**src/rtl/gpa_pkg.sv**
```systemverilog
package gpa_pkg;
  localparam int unsigned GPA_ID_W = 10;
  localparam logic [GPA_ID_W-1:0] GPA_NONE_ID = 10'd1023;

  typedef enum logic [1:0] {
    LINE_NONE = 2'b00,
    LINE_IRQ  = 2'b01,
    LINE_FIQ  = 2'b10
  } line_sel_e;

  // Left contender keeps the slot on equal priority (it has the lower index).
  function automatic logic left_keeps(input logic lv, input logic rv,
                                      input int unsigned lp, input int unsigned rp);
    return lv && (!rv || (lp <= rp));
  endfunction

  // Line choice for a winner that has passed every gate.
  function automatic line_sel_e pick_line(input logic grp, input logic fast_route);
    return (!grp && fast_route) ? LINE_FIQ : LINE_IRQ;
  endfunction
endpackage

```
**src/rtl/gpa_select_tree.sv**
```systemverilog
module gpa_select_tree
  import gpa_pkg::*;
#(
  parameter int unsigned NUM_SRC = 32,
  parameter int unsigned PRIO_W  = 8
) (
  input  logic [NUM_SRC-1:0]        cand,
  input  logic [NUM_SRC*PRIO_W-1:0] cand_prio,
  input  logic [NUM_SRC-1:0]        cand_grp,
  output logic                      win_valid,
  output logic [PRIO_W-1:0]         win_prio,
  output logic [GPA_ID_W-1:0]       win_id,
  output logic                      win_grp
);
  localparam int unsigned LEVELS = (NUM_SRC > 1) ? $clog2(NUM_SRC) : 0;
  localparam int unsigned LEAVES = 1 << LEVELS;
  localparam int unsigned NODES  = 2 * LEAVES - 1;

  logic                nd_v   [NODES];
  logic [PRIO_W-1:0]   nd_p   [NODES];
  logic [GPA_ID_W-1:0] nd_id  [NODES];
  logic                nd_g   [NODES];

  for (genvar i = 0; i < LEAVES; i++) begin : g_leaf
    if (i < NUM_SRC) begin : g_real
      assign nd_v [LEAVES-1+i] = cand[i];
      assign nd_p [LEAVES-1+i] = cand_prio[i*PRIO_W +: PRIO_W];
      assign nd_id[LEAVES-1+i] = GPA_ID_W'(i);
      assign nd_g [LEAVES-1+i] = cand_grp[i];
    end else begin : g_pad
      assign nd_v [LEAVES-1+i] = 1'b0;
      assign nd_p [LEAVES-1+i] = '1;
      assign nd_id[LEAVES-1+i] = GPA_NONE_ID;
      assign nd_g [LEAVES-1+i] = 1'b0;
    end
  end

  for (genvar k = 0; k < LEAVES - 1; k++) begin : g_node
    logic keep_l;
    assign keep_l     = left_keeps(nd_v[2*k+1], nd_v[2*k+2],
                                   int'(nd_p[2*k+1]), int'(nd_p[2*k+2]));
    assign nd_v [k]   = nd_v[2*k+1] | nd_v[2*k+2];
    assign nd_p [k]   = keep_l ? nd_p [2*k+1] : nd_p [2*k+2];
    assign nd_id[k]   = keep_l ? nd_id[2*k+1] : nd_id[2*k+2];
    assign nd_g [k]   = keep_l ? nd_g [2*k+1] : nd_g [2*k+2];
  end

  assign win_valid = nd_v[0];
  assign win_prio  = nd_p[0];
  assign win_id    = nd_id[0];
  assign win_grp   = nd_g[0];

  // a reported winner must be a real, participating source
  always_comb begin
    if (win_valid) begin
      assert_winner_real_R3: assert (int'(win_id) < NUM_SRC);
    end
  end
endmodule

```
**src/rtl/gpa_line_route.sv**
```systemverilog
module gpa_line_route
  import gpa_pkg::*;
#(
  parameter int unsigned PRIO_W = 8
) (
  input  logic              win_valid,
  input  logic [PRIO_W-1:0] win_prio,
  input  logic              win_grp,
  input  logic [1:0]        dist_grp_en,
  input  logic [1:0]        cpu_grp_en,
  input  logic              fiq_route,
  input  logic [PRIO_W-1:0] prio_mask,
  input  logic [PRIO_W:0]   run_prio,
  output logic              report_ok,
  output line_sel_e         line_sel
);
  logic gate_open, below_mask, preempts, grp_on;

  assign gate_open  = (|dist_grp_en) && (|cpu_grp_en);
  assign below_mask = win_valid && (win_prio < prio_mask);
  assign preempts   = {1'b0, win_prio} < run_prio;
  assign grp_on     = dist_grp_en[win_grp] && cpu_grp_en[win_grp];
  assign report_ok  = gate_open && below_mask;

  always_comb begin
    line_sel = LINE_NONE;
    if (report_ok && preempts && grp_on) begin
      line_sel = pick_line(win_grp, fiq_route);
    end
  end
endmodule

```
**src/rtl/grp_prio_arbiter.sv**
```systemverilog
module grp_prio_arbiter
  import gpa_pkg::*;
#(
  parameter int unsigned NUM_SRC = 32,
  parameter int unsigned PRIO_W  = 8
) (
  input  logic                      clk,
  input  logic                      rst_n,
  input  logic [NUM_SRC-1:0]        src_pending,
  input  logic [NUM_SRC-1:0]        src_enable,
  input  logic [NUM_SRC-1:0]        src_group,
  input  logic [NUM_SRC*PRIO_W-1:0] src_prio,
  input  logic [1:0]                dist_grp_en,
  input  logic [1:0]                cpu_grp_en,
  input  logic                      fiq_route,
  input  logic [PRIO_W-1:0]         prio_mask,
  input  logic [PRIO_W:0]           run_prio,
  output logic [GPA_ID_W-1:0]       hp_id,
  output logic                      irq_o,
  output logic                      fiq_o
);
  logic [NUM_SRC-1:0]  cand;
  logic                win_valid;
  logic [PRIO_W-1:0]   win_prio;
  logic [GPA_ID_W-1:0] win_id;
  logic                win_grp;
  logic                report_ok;
  line_sel_e           line_sel;

  assign cand = src_pending & src_enable;

  gpa_select_tree #(.NUM_SRC(NUM_SRC), .PRIO_W(PRIO_W)) u_tree (
    .cand      (cand),
    .cand_prio (src_prio),
    .cand_grp  (src_group),
    .win_valid (win_valid),
    .win_prio  (win_prio),
    .win_id    (win_id),
    .win_grp   (win_grp)
  );

  gpa_line_route #(.PRIO_W(PRIO_W)) u_route (
    .win_valid   (win_valid),
    .win_prio    (win_prio),
    .win_grp     (win_grp),
    .dist_grp_en (dist_grp_en),
    .cpu_grp_en  (cpu_grp_en),
    .fiq_route   (fiq_route),
    .prio_mask   (prio_mask),
    .run_prio    (run_prio),
    .report_ok   (report_ok),
    .line_sel    (line_sel)
  );

  always_ff @(posedge clk or negedge rst_n) begin
    if (!rst_n) begin
      hp_id <= GPA_NONE_ID;
      irq_o <= 1'b0;
      fiq_o <= 1'b0;
    end else begin
      hp_id <= report_ok ? win_id : GPA_NONE_ID;
      irq_o <= (line_sel == LINE_IRQ);
      fiq_o <= (line_sel == LINE_FIQ);
    end
  end

  // lines are exclusive
  assert_lines_exclusive_R9: assert property (@(posedge clk) disable iff (!rst_n)
    !(irq_o && fiq_o));

  // no group open at either level gives the idle outputs
  assert_closed_idle_R2: assert property (@(posedge clk) disable iff (!rst_n)
    ((dist_grp_en == 2'b00) || (cpu_grp_en == 2'b00)) |=>
      (hp_id == GPA_NONE_ID && !irq_o && !fiq_o));

  // a reported index came from a winner below the mask
  assert_mask_gate_R5: assert property (@(posedge clk) disable iff (!rst_n)
    (win_valid && !(win_prio < prio_mask)) |=> (hp_id == GPA_NONE_ID && !irq_o && !fiq_o));

  // a raised line needs a winner that beats the running priority
  assert_preempt_gate_R6: assert property (@(posedge clk) disable iff (!rst_n)
    !({1'b0, win_prio} < run_prio) |=> (!irq_o && !fiq_o));

  // a raised line needs both enables of the winner's group
  assert_group_gate_R7: assert property (@(posedge clk) disable iff (!rst_n)
    !(dist_grp_en[win_grp] && cpu_grp_en[win_grp]) |=> (!irq_o && !fiq_o));

  // the fast line only carries group 0 winners with routing on
  assert_fast_route_R8: assert property (@(posedge clk) disable iff (!rst_n)
    (win_grp || !fiq_route) |=> !fiq_o);
endmodule

```
**config.mk**
```make
export PLATFORM = sky130hd
export DESIGN_NAME = grp_prio_arbiter
export DESIGN_NICKNAME = d
export VERILOG_FILES = /design/src/rtl/gpa_pkg.sv /design/src/rtl/gpa_select_tree.sv /design/src/rtl/gpa_line_route.sv /design/src/rtl/grp_prio_arbiter.sv
export SDC_FILE = /design/constraint.sdc
export NUM_CORES = 1
export LEC_CHECK = 0
export ABC_AREA = 1
export BUFFER_PORTS_ARGS = -buffer_cell sky130_fd_sc_hd__buf_2
export CAP_MARGIN = 15
export CORE_MARGIN = 2
export CORE_UTILIZATION = 40
export CTS_CLUSTER_DIAMETER = 30
export DETAILED_ROUTE_END_ITERATION = 16
export PLACE_DENSITY = 0.78
export RECOVER_POWER = 25
export SYNTH_ARGS = -nofsm -noshare
export SYNTH_HDL_FRONTEND = slang
export SYNTH_SLANG_ARGS = --single-unit
```
**constraint.sdc**
```tcl
create_clock -name clk -period 1.35 [get_ports clk]
set_clock_uncertainty 0.1 [all_clocks]
set_input_delay 0 -clock clk [delete_from_list [all_inputs] [get_ports clk]]
set_output_delay 0 -clock clk [all_outputs]
set_load 0.005 [all_outputs]
```
* Word level (Yosys, flattened, before mapping)
Index checks and enable logic that the tools add are counted.
** Word-level totals
- Flip-flop bits (word level) :: 12
- Bits in latches :: 0
- RAM bits :: 0
- ROM bits :: 0
- Input bits :: 376
- Output and inout bits :: 12
- Logic and storage cells :: 274
- Memories :: 0
** Operators by class
- Add/sub/neg operators :: 0
- Multipliers :: 0
- Div/mod/pow operators :: 0
- Magnitude comparators :: 34
- Equal/unequal tests :: 2
- Shifts and indexed selects :: 0
- Multiplexer cells :: 100
- Bitwise gates (word level) :: 32
- Reductions and logical operators :: 103
** Operator list (number)
- $le 8x8->1 :: 31
- $mux 8 :: 31
- $mux 1 :: 51
- $logic_and 1x1->1 :: 38
- $and 32x32->32 :: 1
- $logic_not 1->1 :: 32
- $logic_or 1x1->1 :: 31
- $or 1x1->1 :: 31
- $mux 2 :: 10
- $mux 3 :: 4
- $mux 10 :: 1
- $lt 8x9->1 :: 1
- $lt 8x8->1 :: 1
- $mux 4 :: 2
- $mux 5 :: 1
- $reduce_or 2->1 :: 2
- $eq 2x1->1 const B :: 1
- $eq 2x2->1 const B :: 1
- $lt 1x2->1 const B :: 1

* Longest topological paths before layout
- Depth after elaboration :: 28
- Depth in mapped cells :: 75
- Depth with buffers taken out :: 72

* By module
Synthesis repeated with hierarchy kept, for this count alone.
** Second synthesis, totals
- Cells, all modules :: 1946
- Area total of the unflattened synthesis :: 11103.1 um2
** Modules (own cells, without submodules)
- gpa_select_tree :: times used 1, cells an instance 1764, area an instance 9985.8 um2, seq. area each 0.0 um2
- grp_prio_arbiter :: times used 1, cells an instance 101, area an instance 654.4 um2, seq. area each 312.8 um2
- gpa_line_route :: times used 1, cells an instance 81, area an instance 462.9 um2, seq. area each 0.0 um2

* Worst setup path after synthesis
OpenSTA, ideal clock, no wires.
- Path type :: input -> register
- Start point :: input src_prio[105]
- End point :: register fiq_o
- Library setup time :: 117 ps
- Data arrival time :: 8531 ps
- Required time :: 1133 ps
- Slack :: -7398 ps
- Stages on the path :: 65
- Buffers on the path :: 7
- Path through :: inv_1 > ha_1 > inv_1 > nor2_1 > nor2_1 > o21a_1 > o211ai_1 > nand2_1 > nand3_1 > inv_1 > clkbuf_1 > nand2_1 > o21ai_0 > ha_1 > a21oi_1 > nor2_1 > o31ai_1 > o211ai_1 > (+29 left out) > nand2_1 > o211ai_1 > nand3_1 > nand2_1 > clkinv_1 > clkbuf_1 > nand2_1 > o21ai_0 > ha_1 > inv_1 > nor2_1 > nand3_1 > nor3_1 > nand2_1 > nand3b_1 > nor2_1 > nand3_1 > nor2_1
** Between the ends
- Word-level cells in the longest chain between the ends :: 27
- Elaborated cells on any way between the ends :: 41
- Those cells by class :: order compare (7); eq/ne (1); mux (16); reduce/logical (17)
** Ends and longest elaborated chain
- from (decl) :: RTL line grp_prio_arbiter.sv:12 : input logic [NUM_SRC*PRIO_W-1:0] src_prio,
- $le 8x8->1 :: RTL line gpa_pkg.sv:14 : return lv && (!rv || (lp <= rp));
- $logic_or 1x1->1 :: RTL line gpa_pkg.sv:14
- $logic_and 1x1->1 :: RTL line gpa_pkg.sv:14
- $mux 8 :: RTL line gpa_select_tree.sv:43 : assign nd_p [k] = keep_l ? nd_p [2*k+1] : nd_p [2*k+2];
- $le 8x8->1 :: RTL line gpa_pkg.sv:14
- $logic_or 1x1->1 :: RTL line gpa_pkg.sv:14
- $logic_and 1x1->1 :: RTL line gpa_pkg.sv:14
- $mux 8 :: RTL line gpa_select_tree.sv:43
- (+10 left out)
- $logic_and 1x1->1 :: RTL line gpa_pkg.sv:14
- $mux 8 :: RTL line gpa_select_tree.sv:43
- $lt 8x8->1 :: RTL line gpa_line_route.sv:20 : assign below_mask = win_valid && (win_prio < prio_mask);
- $logic_and 1x1->1 :: RTL line gpa_line_route.sv:20
- $logic_and 1x1->1 :: RTL line gpa_line_route.sv:23 : assign report_ok = gate_open && below_mask;
- $logic_and 1x1->1 (2 in series) :: RTL line gpa_line_route.sv:27 : if (report_ok && preempts && grp_on) begin
- $mux 2 (*) :: RTL line gpa_line_route.sv:27
- $eq 2x2->1 (*) :: RTL line grp_prio_arbiter.sv:63 : fiq_o <= (line_sel == LINE_FIQ);
- to (signal assigned) :: RTL line grp_prio_arbiter.sv:63
- to (decl) :: RTL line grp_prio_arbiter.sv:20 : output logic fiq_o
Every way passes the cells marked *; elsewhere a longest branch is shown, timed or not. The select of a mux whose other input is x is not followed.

* Worst setup path in the final report
Same ends and word-level chain as after synthesis.

==> results_tabular.tex <==
\begin{tabular}{lr}
\hline
Metric & Value \\
\hline
\multicolumn{2}{l}{\textbf{Yosys}} \\
Net count after synthesis & 2400 \\
Area of the mapped netlist & 0.0102 mm\^{}2 \\
Gate Count Post-Synth & 1767 \\
Largest area contributor in the netlist & sky130\_fd\_sc\_hd\_\_ha\_1 \\
Share of the synthesized netlist area taken by xor and xnor gates & 0\% \\
Top cells by area, synth & sky130\_fd\_sc\_hd\_\_ha\_1 32\%, sky130\_fd\_sc\_hd\_\_nand2\_1 17\%, sky130\_fd\_sc\_hd\_\_o21ai\_0 14\% \\
Complex-gate fraction of the synthesized area & 26.4\% \\
Share of the synthesized area in the top cell type & 31.6\% \\
Arithmetic-cell share of the synthesized area counting full adders, half adders and majority gates & 31.6\% \\
Top\_reg\_cell synth & sky130\_fd\_sc\_hd\_\_dfstp\_2 \\
Largest family of logic cells by synthesized area & adder cells \\
Multiplexer fraction of the synthesized cell area & 0.319\% \\
Post-synth ARST share & 100\% \\
Number of flip-flops and latches in the synthesized netlist & 8 \\
Number of synthesized flops with an enable pin & 0 \\
Post-synthesis area per instance & 5.76 um\^{}2 \\
Share of the yosys chip area belonging to registers & 2.04\% \\
Number of unique standard cell types used by synthesis & 46 \\
Synth Warn \# & 0 \\
Basic-gate share of the synthesized area counting and, or, nand and nor cells & 27.8\% \\
\multicolumn{2}{l}{\textbf{Pwr}} \\
Power density over the cells & 1160 mW/mm\^{}2 \\
Combinational share of power & 95.6\% \\
NetSw & 10900 uW \\
Power consumption & around 21000 uW \\
VDD IR-drop max & 1.34 mV \\
Clock network fraction of design power & 2.4\% \\
Switching Share & just over 50\% \\
Static Leakage & 0.0103 uW \\
Power Internal & 10500 uW \\
Relative contribution of sequential cells to total power & 2.0\% \\
\multicolumn{2}{l}{\textbf{Worst setup path}} \\
Crit path arrival time & 8350 ps \\
Critical path class & input pin to register \\
Data required time of the critical path & $\sim$1400 ps \\
Highest net fanout along the worst path & 8 \\
Max stage delay on crit path & 330 ps \\
Gate family responsible for the most delay along the worst path & compound AO/OA/AOI/OAI gates \\
Critical Path Slowest Stage Cell & sky130\_fd\_sc\_hd\_\_ha\_1 \\
Number of buffers and inverters on the critical path & 13 \\
Critical path capture point type & register \\
Critical path startpoint category & input pin \\
\multicolumn{2}{l}{\textbf{Detailed routing}} \\
Average wire per cell in the routed design & 15.4 um \\
Post-detailed-route via-to-cell ratio & 5.29 \\
Wire length reported by the detailed router & 46600 um \\
Post-detailed-route DRC marker count & 0 \\
Count of routing violations after the opening detailed-route iteration & a little over 900 \\
Post-route ant nets & 0 \\
Vias after detailed routing & 16000 \\
Number of search-and-repair iterations in the first detailed-routing pass & 6 \\
\multicolumn{2}{l}{\textbf{GRT}} \\
GRT met1 Usage & 33.2\% \\
All-layer global routing usage & 31.8\% \\
Number of global-route vias before repair & 15900 \\
Overflow after GRT & 0 \\
Largest net degree at the start of global routing & 19 \\
Antenna violations before repair & 12 \\
Global routing usage on met3 & 4.22\% \\
Most heavily used metal layer in global routing & met2 \\
Wire length of the first global-routing pass & 70600 um \\
Grt met2 use & 61.4\% \\
\multicolumn{2}{l}{\textbf{Timing}} \\
Number of failing setup endpoints in the final timing report & 8 \\
Count of pins over their slew limit & 0 \\
Final Hold Vio Count & 0 \\
Final setup margin & -6940 ps \\
Worst slew slack as a fraction of its limit & 65.1\% \\
Worst Max-Slew Pin Slew & 516 ps \\
Maximum operating frequency & 0.121 GHz \\
RSZ-0062 raised after global routing & yes \\
Fraction of the cycle the final worst path needs & 614\% \\
Time the worst path needs with I/O delays and setup & 8290 ps \\
\multicolumn{2}{l}{\textbf{Clock network}} \\
Register clock-pin slew on the reported worst setup and hold paths & 40 ps \\
CTS tree & built \\
Number of buffers inserted during clock tree synthesis & 3 \\
Clk sink count & 8 \\
Maximum level of the CTS H-tree & 1 \\
Clock Tree Buf Depth & 2 \\
Master cell of the clock root buffer & sky130\_fd\_sc\_hd\_\_clkbuf\_16 \\
\multicolumn{2}{l}{\textbf{Die}} \\
Number of rows created at floorplan & 58 \\
DIE AREA & 0.0267 mm\^{}2 \\
Boundary Pins & a little under 400 \\
Vertical die dimension & 164 um \\
Initial core utilization & about two fifths \\
CORE AREA & 0.0251 mm\^{}2 \\
Die X-Extent & around 160 um \\
\multicolumn{2}{l}{\textbf{Layout}} \\
Final std cells w/o fill & 3020 \\
Layout Nets & between 3000 and 4000 \\
Top library cells by usage in the layout, fill and taps aside & 516 x sky130\_fd\_sc\_hd\_\_buf\_4, 426 x sky130\_fd\_sc\_hd\_\_nand2\_1, 383 x sky130\_fd\_sc\_hd\_\_buf\_2, 240 x sky130\_fd\_sc\_hd\_\_inv\_1, 215 x sky130\_fd\_sc\_hd\_\_ha\_1 \\
Layout cells sized above 1 & 46.3\% \\
Layout overhead on the synthesized area & 81.1\% \\
Final Cell Area & 0.0184 mm\^{}2 \\
Most frequent standard cell in the layout excluding fill and tap cells & sky130\_fd\_sc\_hd\_\_buf\_4 \\
\multicolumn{2}{l}{\textbf{Run status}} \\
Violations in the final reports & negative setup slack \\
Status & finished with violations \\
\multicolumn{2}{l}{\textbf{Place}} \\
Number of I/O port buffers & approximately 390 \\
Placed Cells & 2909 \\
Final HPWL DP & 35300 um \\
Gp weighted congestion & 0.975 \\
Post-Place Cell Area & approximately 0.016 mm\^{}2 \\
\multicolumn{2}{l}{\textbf{Run}} \\
Number of violations of the max-capacitance limit & 0 \\
\multicolumn{2}{l}{\textbf{Min path}} \\
Worst min-delay path category & input pin to register \\
\hline
\end{tabular}
[power groups by stage]
stage	Sequential, uW	Combinational [uW]	Clock (uW)
6_report	428	20400	503
2_1_floorplan	438	7760	0
3_5_place_dp	432	13600	0
3_3_place_gp	431	13000	0
4_1_cts	431	16700	509
5_1_grt	437	22100	533
[per-layer routing]
metal | vias up | share of wire [%] | routed length, um
met5 | - | 0.024 | 11
met4 | 2 | 5.5 | 2570
met3 | 227 | 6.0 | 2800
met2 | 733 | 51 | 23900
met1 | 7187 | 37 | 17300
li1 | 7823 | - | -
[Yosys cell counts (3+ instances only)]
library cell / instances
sky130_fd_sc_hd__buf_4: 4
sky130_fd_sc_hd__nand4_1: 8
sky130_fd_sc_hd__and2_1: 3
sky130_fd_sc_hd__o21bai_1: 6
sky130_fd_sc_hd__a21oi_1: 107
sky130_fd_sc_hd__inv_2: 4
sky130_fd_sc_hd__nand3_2: 5
sky130_fd_sc_hd__o221ai_1: 3
sky130_fd_sc_hd__a31oi_1: 22
sky130_fd_sc_hd__o211ai_1: 25
sky130_fd_sc_hd__nand2_2: 13
sky130_fd_sc_hd__nand3b_1: 3
sky130_fd_sc_hd__nand2_1: 469
sky130_fd_sc_hd__o21ai_1: 12
sky130_fd_sc_hd__clkbuf_1: 35
sky130_fd_sc_hd__clkinv_1: 3
sky130_fd_sc_hd__dfstp_2: 6
sky130_fd_sc_hd__o311ai_0: 3
sky130_fd_sc_hd__o21ai_0: 277
sky130_fd_sc_hd__inv_1: 268
sky130_fd_sc_hd__nand2_4: 4
sky130_fd_sc_hd__nor2_1: 108
sky130_fd_sc_hd__a211oi_1: 5
sky130_fd_sc_hd__ha_1: 257
sky130_fd_sc_hd__o21a_1: 13
sky130_fd_sc_hd__nand3_1: 65
sky130_fd_sc_hd__nor3_1: 11
[repair_timing]
action,4_1_cts,5_1_grt
hold buffers,2,0
buffers inserted,68,16
hold endpoints to repair,10,0
endpoints found under the setup margin,8,8
gates resized for setup,359,132
pin swaps,131,81
cloned,15,1
[state kept, by name, indices dropped and copies added (netlist names)]
| signal | flops |
|---|---|
| irq_o | 1 |
| fiq_o | 1 |
| hp_id | 6 |
[kinds of logic after synthesis]
group | Yosys count
compound gates | 490
fa+ha+maj | 257
buf+inv | 317
flops | 8
mux | 3
simple gates | 692
[tightest hold or removal path, delay by kind of cell]
kind,cells,cell delay [ps]
buffers and inverters,2,150
and+or+nand+nor,5,270
[final timing paths]
check                              start            endpoint  slack (ps)  cells after the start
max                        src_prio[105]     fiq_o$_DFF_PN0_       -6940                     61
min                        cpu_grp_en[1]     irq_o$_DFF_PN0_         130                      7
max in group asynchronous          rst_n  hp_id[3]$_DFF_PN1_         660                      2
min in group asynchronous          rst_n     irq_o$_DFF_PN0_         160                      2
[through the flow]
step	setup TNS (ps)	worst slack, ps	hold slack (ps)	util (%)
after global placement	-56440	-7090	-256	63.7
after CTS	-48840	-6120	95.2	70.7
after global routing	-58300	-7380	181	73.4
after floorplan	-50870	-6410	-396	-
final	-54760	-6940	132	73.4
after detailed placement	-58370	-7320	-252	63.7
[final cells by class]
class / instances / area (um^2)
antenna: 12 / 30.0
clock buffer: 4 / 78.8
fill: 1883 / 6670
inverter: 275 / 1080
multi-input combinational: 1444 / 10300
sequential: 8 / 208
tap: 330 / 413
timing repair buffer: 936 / 6250
timing repair inverter: 11 / 88.8
Power figures use the tool's default switching activity.
